$ cat src/rtl/hexcnt_pkg.sv
package hexcnt_pkg;
  localparam int CNT_W = 8;
  localparam int NIB_W = 4;
  localparam int SEG_W = 7;
  localparam int DIGITS = CNT_W / NIB_W;
  typedef logic [SEG_W-1:0] seg_t;
  typedef logic [CNT_W-1:0] count_t;
  typedef logic [NIB_W-1:0] nibble_t;
endpackage

$ cat src/rtl/hexcnt_rst_sync.sv
module hexcnt_rst_sync (
  input  logic clk,
  input  logic arst_n,
  output logic rst_n
);
  logic meta_q;
  logic hold_q;

  always_ff @(posedge clk or negedge arst_n) begin
    if (!arst_n) begin
      meta_q <= 1'b0;
      hold_q <= 1'b0;
    end else begin
      meta_q <= 1'b1;
      hold_q <= meta_q;
    end
  end

  assign rst_n = hold_q;
endmodule

$ cat src/rtl/hexcnt_tick_gen.sv
module hexcnt_tick_gen #(
  parameter int DIV = 2400000
) (
  input  logic clk,
  input  logic rst_n,
  output logic tick
);
  localparam int PW = (DIV > 2) ? $clog2(DIV) : 1;
  localparam logic [PW-1:0] LAST = PW'(DIV - 1);

  logic [PW-1:0] pre_q;

  always_ff @(posedge clk or negedge rst_n) begin
    if (!rst_n) pre_q <= '0;
    else if (pre_q == LAST) pre_q <= '0;
    else pre_q <= pre_q + PW'(1);
  end

  assign tick = (pre_q == LAST);


  pre_range_chk: assert property (@(posedge clk) disable iff (!rst_n)
    pre_q <= LAST);

  generate
    if (DIV > 1) begin : g_single

      tick_single_chk: assert property (@(posedge clk) disable iff (!rst_n)
        tick |=> !tick);
    end
  endgenerate
endmodule

$ cat src/rtl/hexcnt_core.sv
module hexcnt_core
  import hexcnt_pkg::*;
(
  input  logic   clk,
  input  logic   rst_n,
  input  logic   tick,
  input  logic   run,
  input  logic   dir,
  input  logic   bounce,
  output count_t count
);
  localparam count_t TOP = {CNT_W{1'b1}};
  localparam count_t ONE = CNT_W'(1);

  count_t cnt_q, cnt_d;
  logic   up_q, up_d;
  logic   step;

  assign step = tick && run;

  always_comb begin
    cnt_d = cnt_q;
    up_d  = bounce ? up_q : dir;
    if (step) begin
      if (bounce) begin
        if (up_q && cnt_q == TOP) begin
          cnt_d = cnt_q - ONE;
          up_d  = 1'b0;
        end else if (!up_q && cnt_q == '0) begin
          cnt_d = ONE;
          up_d  = 1'b1;
        end else begin
          cnt_d = up_q ? cnt_q + ONE : cnt_q - ONE;
        end
      end else begin
        cnt_d = dir ? cnt_q + ONE : cnt_q - ONE;
      end
    end
  end

  always_ff @(posedge clk or negedge rst_n) begin
    if (!rst_n) begin
      cnt_q <= '0;
      up_q  <= 1'b1;
    end else begin
      cnt_q <= cnt_d;
      up_q  <= up_d;
    end
  end

  assign count = cnt_q;


  hold_stable_chk: assert property (@(posedge clk) disable iff (!rst_n)
    !step |=> $stable(count));


  up_step_chk: assert property (@(posedge clk) disable iff (!rst_n)
    (step && !bounce && dir) |=> count == $past(count) + ONE);


  down_step_chk: assert property (@(posedge clk) disable iff (!rst_n)
    (step && !bounce && !dir) |=> count == $past(count) - ONE);


  wrap_up_chk: assert property (@(posedge clk) disable iff (!rst_n)
    (step && !bounce && dir && count == TOP) |=> count == '0);


  bounce_top_chk: assert property (@(posedge clk) disable iff (!rst_n)
    (step && bounce && count == TOP) |=> count == TOP - ONE);


  bounce_bottom_chk: assert property (@(posedge clk) disable iff (!rst_n)
    (step && bounce && count == '0) |=> count == ONE);
endmodule

$ cat src/rtl/hexcnt_seg_dec.sv
module hexcnt_seg_dec
  import hexcnt_pkg::*;
(
  input  nibble_t nib,
  input  logic    blank,
  output seg_t    seg
);
  seg_t lit;

  always_comb begin
    case (nib)
      4'h0: lit = 7'h3F;
      4'h1: lit = 7'h06;
      4'h2: lit = 7'h5B;
      4'h3: lit = 7'h4F;
      4'h4: lit = 7'h66;
      4'h5: lit = 7'h6D;
      4'h6: lit = 7'h7D;
      4'h7: lit = 7'h07;
      4'h8: lit = 7'h7F;
      4'h9: lit = 7'h6F;
      4'hA: lit = 7'h77;
      4'hB: lit = 7'h7C;
      4'hC: lit = 7'h39;
      4'hD: lit = 7'h5E;
      4'hE: lit = 7'h79;
      default: lit = 7'h71;
    endcase
  end

  assign seg = blank ? '0 : lit;
endmodule

$ cat src/rtl/hexcnt_display.sv
module hexcnt_display
  import hexcnt_pkg::*;
#(
  parameter int CLK_HZ  = 24000000,
  parameter int TICK_HZ = 10
) (
  input  logic       clk,
  input  logic       clr_n,
  input  logic       run,
  input  logic       dir,
  input  logic       blank_lz,
  input  logic       bounce,
  output logic [6:0] seg_hi,
  output logic [6:0] seg_lo
);
  localparam int DIV = CLK_HZ / TICK_HZ;

  logic   rst_n;
  logic   tick;
  count_t count;
  seg_t   segs [DIGITS];

  hexcnt_rst_sync u_sync (
    .clk    (clk),
    .arst_n (clr_n),
    .rst_n  (rst_n)
  );

  hexcnt_tick_gen #(.DIV(DIV)) u_tick (
    .clk   (clk),
    .rst_n (rst_n),
    .tick  (tick)
  );

  hexcnt_core u_core (
    .clk    (clk),
    .rst_n  (rst_n),
    .tick   (tick),
    .run    (run),
    .dir    (dir),
    .bounce (bounce),
    .count  (count)
  );

  genvar d;
  generate
    for (d = 0; d < DIGITS; d++) begin : g_dig
      logic blank_d;
      if (d == DIGITS - 1) begin : g_top
        assign blank_d = blank_lz && (count[CNT_W-1:NIB_W] == '0);
      end else begin : g_low
        assign blank_d = 1'b0;
      end
      hexcnt_seg_dec u_dec (
        .nib   (count[d*NIB_W +: NIB_W]),
        .blank (blank_d),
        .seg   (segs[d])
      );
    end
  endgenerate

  assign seg_hi = segs[DIGITS-1];
  assign seg_lo = segs[0];


  lz_blank_chk: assert property (@(posedge clk) disable iff (!rst_n)
    (blank_lz && count < CNT_W'(16)) |-> seg_hi == '0);


  clear_zero_chk: assert property (@(posedge clk) disable iff (rst_n)
    count == '0);
endmodule

$ cat config.mk
export PLATFORM = sky130hd
export DESIGN_NAME = hexcnt_display
export DESIGN_NICKNAME = d
export VERILOG_FILES = /design/src/rtl/hexcnt_pkg.sv /design/src/rtl/hexcnt_rst_sync.sv /design/src/rtl/hexcnt_tick_gen.sv /design/src/rtl/hexcnt_core.sv /design/src/rtl/hexcnt_seg_dec.sv /design/src/rtl/hexcnt_display.sv
export SDC_FILE = /design/constraint.sdc
export NUM_CORES = 1
export LEC_CHECK = 0
export ABC_AREA = 0
export BUFFER_PORTS_ARGS = -buffer_cell sky130_fd_sc_hd__buf_2
export CAP_MARGIN = 10
export CORE_ASPECT_RATIO = 1.2
export CORE_MARGIN = 2
export CORE_UTILIZATION = 55
export DETAILED_ROUTE_END_ITERATION = 7
export PLACE_DENSITY = 0.84
export RECOVER_POWER = 25
export REMOVE_ABC_BUFFERS = 1
export SYNTH_ARGS = -nofsm -noshare
export SYNTH_HDL_FRONTEND = slang
export SYNTH_SLANG_ARGS = --single-unit
export TNS_END_PERCENT = 100
$ cat constraint.sdc
create_clock -name clk -period 2.2 [get_ports clk]
set_input_delay 0.55 -clock clk [delete_from_list [all_inputs] [get_ports clk]]
set_output_delay 0.55 -clock clk [all_outputs]
set_load 0.1 [all_outputs]
==> flow_metrics.py, run 1 <==
metrics = {
    "status": {
        "status": "finished with violations",
        "violations": "setup timing",
    },
    "clock_tree": {
        "root_buffer": "clkbuf_8",
        "cts_tree": "done",
        "holdBufCountCts": 0,
        "cts-htree-levels": 2,
        "cts_sinks": 33,
        "clk_latency_ps": 290,
        "cts_made_buffers": 5,
        "max-clock-path-buffers": 2,
        "path_clk_slew_ps": 70,
    },
    "setup_path": {
        "crit_fanout": 5,
        "max_stage_delay_ps": 430,
        "crit_path_end_kind": "output port",
        "crit_buf_inv": 3,
        "arrival_ps": 1940,
        "cp_top_family": "simple AND/OR/NAND/NOR gates",
        "slowest_stage": "dfrtp_1",
        "path_cells": "inv_2, ha_2, nor2b_4, nand2_2, nor2_4, a221oi_2, buf_4, buf_12",
        "start_kind": "flop",
        "crit_type": "reg2out",
        "required_ps": 1650,
    },
    "layout": {
        "finalNetCount": 330,
        "syn_to_final_growth_pct": 44.9,
        "final_cells": 363,
        "fin_util": 0.841,
        "drive_above_1_share": 0.392,
        "n_antenna_cell": 0,
    },
    "sta": {
        "drv_slew": 0,
        "period_share": 1.13,
        "setup_ws_ps": -292,
        "skew_ps": 7.46,
        "setup_viol": 20,
        "worst_pin_slew_ps": 790,
        "finalHoldViolCount": 0,
        "max_freq_ghz": 0.401,
        "relSlewSlack": 0.474,
        "min_period_ps": 2490,
        "rsz0062_at_grt": "true",
        "setup_tns_ps": -2590,
    },
    "logic_synthesis": {
        "syn_avg_cell_area_um2": 8.86,
        "yosysSeqAreaShare": 0.356,
        "synthFlopType": "dfrtp_1",
        "ys_seq_elements": 33,
        "synth_cells": 262,
        "synth.cells.most_frequent": "dfrtp_1, nor2_1, nand2_1",
        "yosys_warnings": 0,
        "async_flop_share": 1.00,
        "synth.distinct_cells": 51,
        "synth_top_area_frac": 0.345,
        "synth_area_leaders": "dfrtp_1, ha_1, nor2_1",
        "synthesis.area_mm2": 0.00232,
        "yosysTopAreaCell": "dfrtp_1",
        "synth-edff-count": 0,
        "synthMostInstantiatedCell": "dfrtp_1",
    },
    "power_and_ir_drop": {
        "p_per_area_mw_per_mm2": 366,
        "peakVddDrop_mv": 0.413,
        "power.total_w": 0.00123,
        "pwr-share-clk": 0.366,
        "power.internal_w": 0.000883,
        "sw_frac_of_total": 0.283,
        "p_leak_nw": 1.42,
        "p_seq_frac": 0.499,
        "p_comb_frac": 0.134,
        "p_sw_w": 0.000350,
    },
    "floorplan": {
        "die_y_um": 75.2,
        "io_pins": 20,
        "die_x_um": 63.3,
        "start_util": 0.580,
        "core_area_mm2": 0.00400,
        "die-area_mm2": 0.00476,
        "rows": 25,
    },
    "placed_design": {
        "place.gp.congestion": 0.839,
        "dp_hpwl_um": 3810,
        "pre_cts_slack_ps": -96.7,
        "dp.cells": 337,
        "port_buffers": 19,
    },
    "route": {
        "first_pass_iters": 6,
        "drt_iter0_drc": 438,
        "vias_per_cell": 6.57,
        "avgRoutedWirePerCell_um": 21.2,
        "drt-total-wl_um": 7700,
        "via_count": 2385,
        "drc_errors": 0,
        "ant_nets": 0,
    },
    "worst_hold_path": {
        "hp-class": "in2async",
    },
    "grt": {
        "grt_pass1_wl_um": 10600,
        "track_usage": 0.292,
        "antenna_found_initial": 0,
        "gr-total-overflow": 0,
        "grt_pass1_vias": 2232,
        "grt_max_degree": 32,
    },
    "run": {
        "maxCapViolCount": 0,
    },
}
[through the flow]
step | hold WS [ps] | cell area [um^2]
5_1_grt | 19.8 | 3370
3_3_place_gp | 261 | 2740
2_1_floorplan | 254 | 2260
6_report | 27.6 | 3370
4_1_cts | 21.6 | 3140
3_5_place_dp | 262 | 2740
[cell families after synthesis]
logic type | share of synthesized area
simple gates | 0.238
compound gates | 0.196
flops | 0.356
buf+inv | 0.0426
fa+ha+maj | 0.0862
xor+xnor | 0.0566
mux | 0.0232
other cells | 0.00161
[area by class of cell]
class,instances,area (um^2)
Inverter,10,42.5
Sequential cell,33,835
Tap cell,54,67.6
Clock inverter,3,17.5
Multi-Input combinational cell,205,1730
Timing Repair Buffer,53,606
Clock buffer,5,68.8
Fill cell,201,638
[routing by layer]
metal,routed length [um],global-route usage,vias to the layer above
met1,2880,0.319,1118
met5,0,0,-
li1,-,-,1039
met2,3760,0.531,166
met4,521,0.181,0
met3,543,0.0598,62
[registers in the layout, indices dropped and copies added (netlist names)]
name / flops
u_core.count: 8
u_core.up_q: 1
u_sync.meta_q: 1
u_tick.pre_q: 22
u_sync.rst_n: 1
[path summary, 6_finish.rpt]
| path | slack [ps] | start | endpoint | depth (start not counted) |
|---|---|---|---|---|
| setup / recovery | -290 | u_core.count[4]$_DFFE_PN0P_ | seg_hi[6] | 8 |
| hold / removal | 30 | clr_n | u_sync.meta_q$_DFF_PN0_ | 1 |
| setup reg to reg | -210 | u_core.count[4]$_DFFE_PN0P_ | u_core.count[6]$_DFFE_PN0P_ | 9 |
| hold reg to reg | 350 | u_sync.meta_q$_DFF_PN0_ | u_sync.rst_n$_DFF_PN0_ | 0 |
| max in group asynchronous | 1210 | u_sync.rst_n$_DFF_PN0_ | u_core.count[2]$_DFFE_PN0P_ | 1 |
| min in group clk | 350 | u_sync.meta_q$_DFF_PN0_ | u_sync.rst_n$_DFF_PN0_ | 0 |
[power groups by stage]
stage	combinational (W)	sequential, W	clock (W)
2_1_floorplan	0.0000822	0.000634	0
3_3_place_gp	0.000140	0.000626	0
3_5_place_dp	0.000141	0.000626	0
4_1_cts	0.000150	0.000615	0.000456
5_1_grt	0.000171	0.000615	0.000486
6_report	0.000166	0.000615	0.000452
[timing repair]
item,CTS,global route
gates resized for setup,55,39
setup endpoints to repair,20,21
gates cloned,0,0
pin swaps,12,13
setup buffers,13,5
[layout by cell type, fill, tap and decap left out, types with 3 or more instances in the layout]
cell type	count
nand2_1	16
inv_2	3
nor2_1	25
o31ai_1	9
and3_1	6
and4_1	7
o21ai_2	5
ha_1	3
ha_4	11
nor3_1	7
buf_4	27
buf_2	4
nand2b_1	6
nor4b_1	3
nor2_2	3
xnor2_1	8
nand3_1	9
a21oi_1	8
buf_6	5
or3_1	3
inv_1	5
and2_1	3
buf_12	13
xor2_1	7
o21ai_1	5
a31oi_1	4
dfrtp_1	28
dfrtp_2	3
clkbuf_8	5
o21ai_0	4
Note: power is estimated with default switching activity, not from simulation.
==> run 2: changes to the inputs <==
- SKIP_CTS_REPAIR_TIMING: unset -> 1
==> flow_metrics.py, run 2 (same netlist as run 1, synthesis figures left out) <==
metrics = {
    "grt": {
        "track_usage": 0.231,
        "grtUsageMet3": 0.0463,
        "gr-total-overflow": 0,
        "top_usage_layer": "met2",
        "grt_pass1_wl_um": 8610,
        "antenna_found_initial": 0,
        "grt_pass1_vias": 1947,
        "met2_usage": 0.417,
        "met1_usage": 0.272,
        "grt_max_degree": 32,
    },
    "status": {
        "violations": "capacitance limit, slew limit, setup timing",
        "status": "finished with violations",
    },
    "setup_path": {
        "crit_type": "reg2out",
        "crit_path_end_kind": "output port",
        "arrival_ps": 1950,
        "required_ps": 1650,
        "crit_fanout": 5,
        "start_kind": "flop",
    },
    "layout": {
        "n_antenna_cell": 0,
        "largest-register": "u_tick.pre_q",
        "finalNetCount": 326,
        "nFillCells": 223,
        "final_cell_mix": "dfrtp_1, nor2_1, buf_4",
        "drive_above_1_share": 0.344,
        "final_common_cell": "dfrtp_1",
        "largest_reg_flops": 22,
        "syn_to_final_growth_pct": 40.5,
        "ff_latch_area_um2": 832,
        "multiInputGateArea_mm2": 0.00167,
    },
    "sta": {
        "setup_ws_ps": -297,
        "skew_ps": 9.02,
        "rsz0062_at_grt": "true",
        "setup_viol": 14,
        "drv_slew": 32,
        "period_share": 1.13,
        "relSlewSlack": -0.122,
        "finalHoldViolCount": 0,
        "min_period_ps": 2500,
        "max_freq_ghz": 0.401,
        "worst_pin_slew_ps": 1680,
    },
    "route": {
        "drt-total-wl_um": 6660,
        "drc_errors": 0,
        "via_count": 2247,
        "ant_nets": 0,
        "drt_iter0_drc": 284,
        "vias_per_cell": 6.26,
        "avgRoutedWirePerCell_um": 18.5,
        "first_pass_iters": 5,
    },
    "power_and_ir_drop": {
        "p_per_area_mw_per_mm2": 374,
        "power.total_w": 0.00122,
        "peakVddDrop_mv": 0.427,
        "p_leak_nw": 1.40,
    },
    "clock_tree": {
        "cts_tree": "done",
        "path_clk_slew_ps": 70,
        "clk_latency_ps": 290,
        "cts_made_buffers": 5,
        "max-clock-path-buffers": 2,
        "cts-htree-levels": 2,
        "cts_sinks": 33,
        "root_buffer": "clkbuf_8",
    },
    "floorplan": {
        "rows": 25,
        "die-area_mm2": 0.00476,
        "die_x_um": 63.3,
        "start_util": 0.580,
        "io_pins": 20,
        "core_area_mm2": 0.00400,
        "die_y_um": 75.2,
    },
    "placed_design": {
        "pre_cts_slack_ps": -96.7,
        "dp_hpwl_um": 3810,
        "port_buffers": 19,
        "place.gp.congestion": 0.839,
    },
    "run": {
        "maxCapViolCount": 1,
    },
    "worst_hold_path": {
        "hp-class": "in2async",
    },
}
-- run 2: cell count changes in the layout (fill, tap and decap cells not counted), moves of 2 or more --
cell   delta
ha_4      -2
inv_1     +3
inv_2     -3
ha_1      +2
buf_4     -3
-- run 2: critical path, cell delays in order, from the launching register on --
cell and delay (ps):
dfrtp_1 420, buf_6 160, buf_4 140, ha_4 160, nand2_2 80, o21ai_0 120
a211oi_2 360, buf_12 220
-- run 2: through the flow --
step / cells / instance area (um^2) / TNS, ps / hold slack, ps / util
floorplan: 248 / 2260 / -16520 / 254 / -
global route: 359 / 3260 / -2980 / 20.3 / 0.815
detailed placement: 337 / 2740 / -357 / 262 / 0.684
global placement: 337 / 2740 / -16.8 / 261 / 0.684
CTS: 345 / 2830 / -3590 / 21.6 / 0.706
finish: 359 / 3260 / -1990 / 22.9 / 0.815
-- run 2: final timing paths --
| check | to | cells after the start | slack (ps) | startpoint |
|---|---|---|---|---|
| worst min register to register | u_sync.rst_n$_DFF_PN0_ | 0 | 350 | u_sync.meta_q$_DFF_PN0_ |
| max in group asynchronous | u_core.count[0]$_DFFE_PN0P_ | 1 | 320 | u_sync.rst_n$_DFF_PN0_ |
| min in group clk | u_sync.rst_n$_DFF_PN0_ | 0 | 350 | u_sync.meta_q$_DFF_PN0_ |
| worst min-delay path | u_sync.meta_q$_DFF_PN0_ | 1 | 20 | clr_n |
| worst max register to register | u_core.count[4]$_DFFE_PN0P_ | 8 | -200 | u_core.count[4]$_DFFE_PN0P_ |
| worst max-delay path | seg_hi[0] | 7 | -300 | u_core.count[4]$_DFFE_PN0P_ |
-- run 2: per-layer routing --
| metal | share of wire | vias up |
|---|---|---|
| met4 | 0.019 | 0 |
| li1 | - | 1031 |
| met5 | 0 | - |
| met2 | 0.50 | 101 |
| met1 | 0.43 | 1098 |
| met3 | 0.046 | 17 |
-- run 2: area by class of cell --
cell class,count,share of cell area
multi-input cells,205,0.512
flip-flops and latches,33,0.255
repair buffers,49,0.172
clock buffers,5,0.0211
well taps,54,0.0207
inverters,10,0.0130
clock inverters,3,0.00537
-- run 2: power by group --
group          switching [W]  total (W)  leakage (nW)  internal, W
Combinational       0.000104   0.000156         0.925    0.0000520
Sequential        0.00000349   0.000615         0.428     0.000611
Clock               0.000230   0.000448        0.0439     0.000218
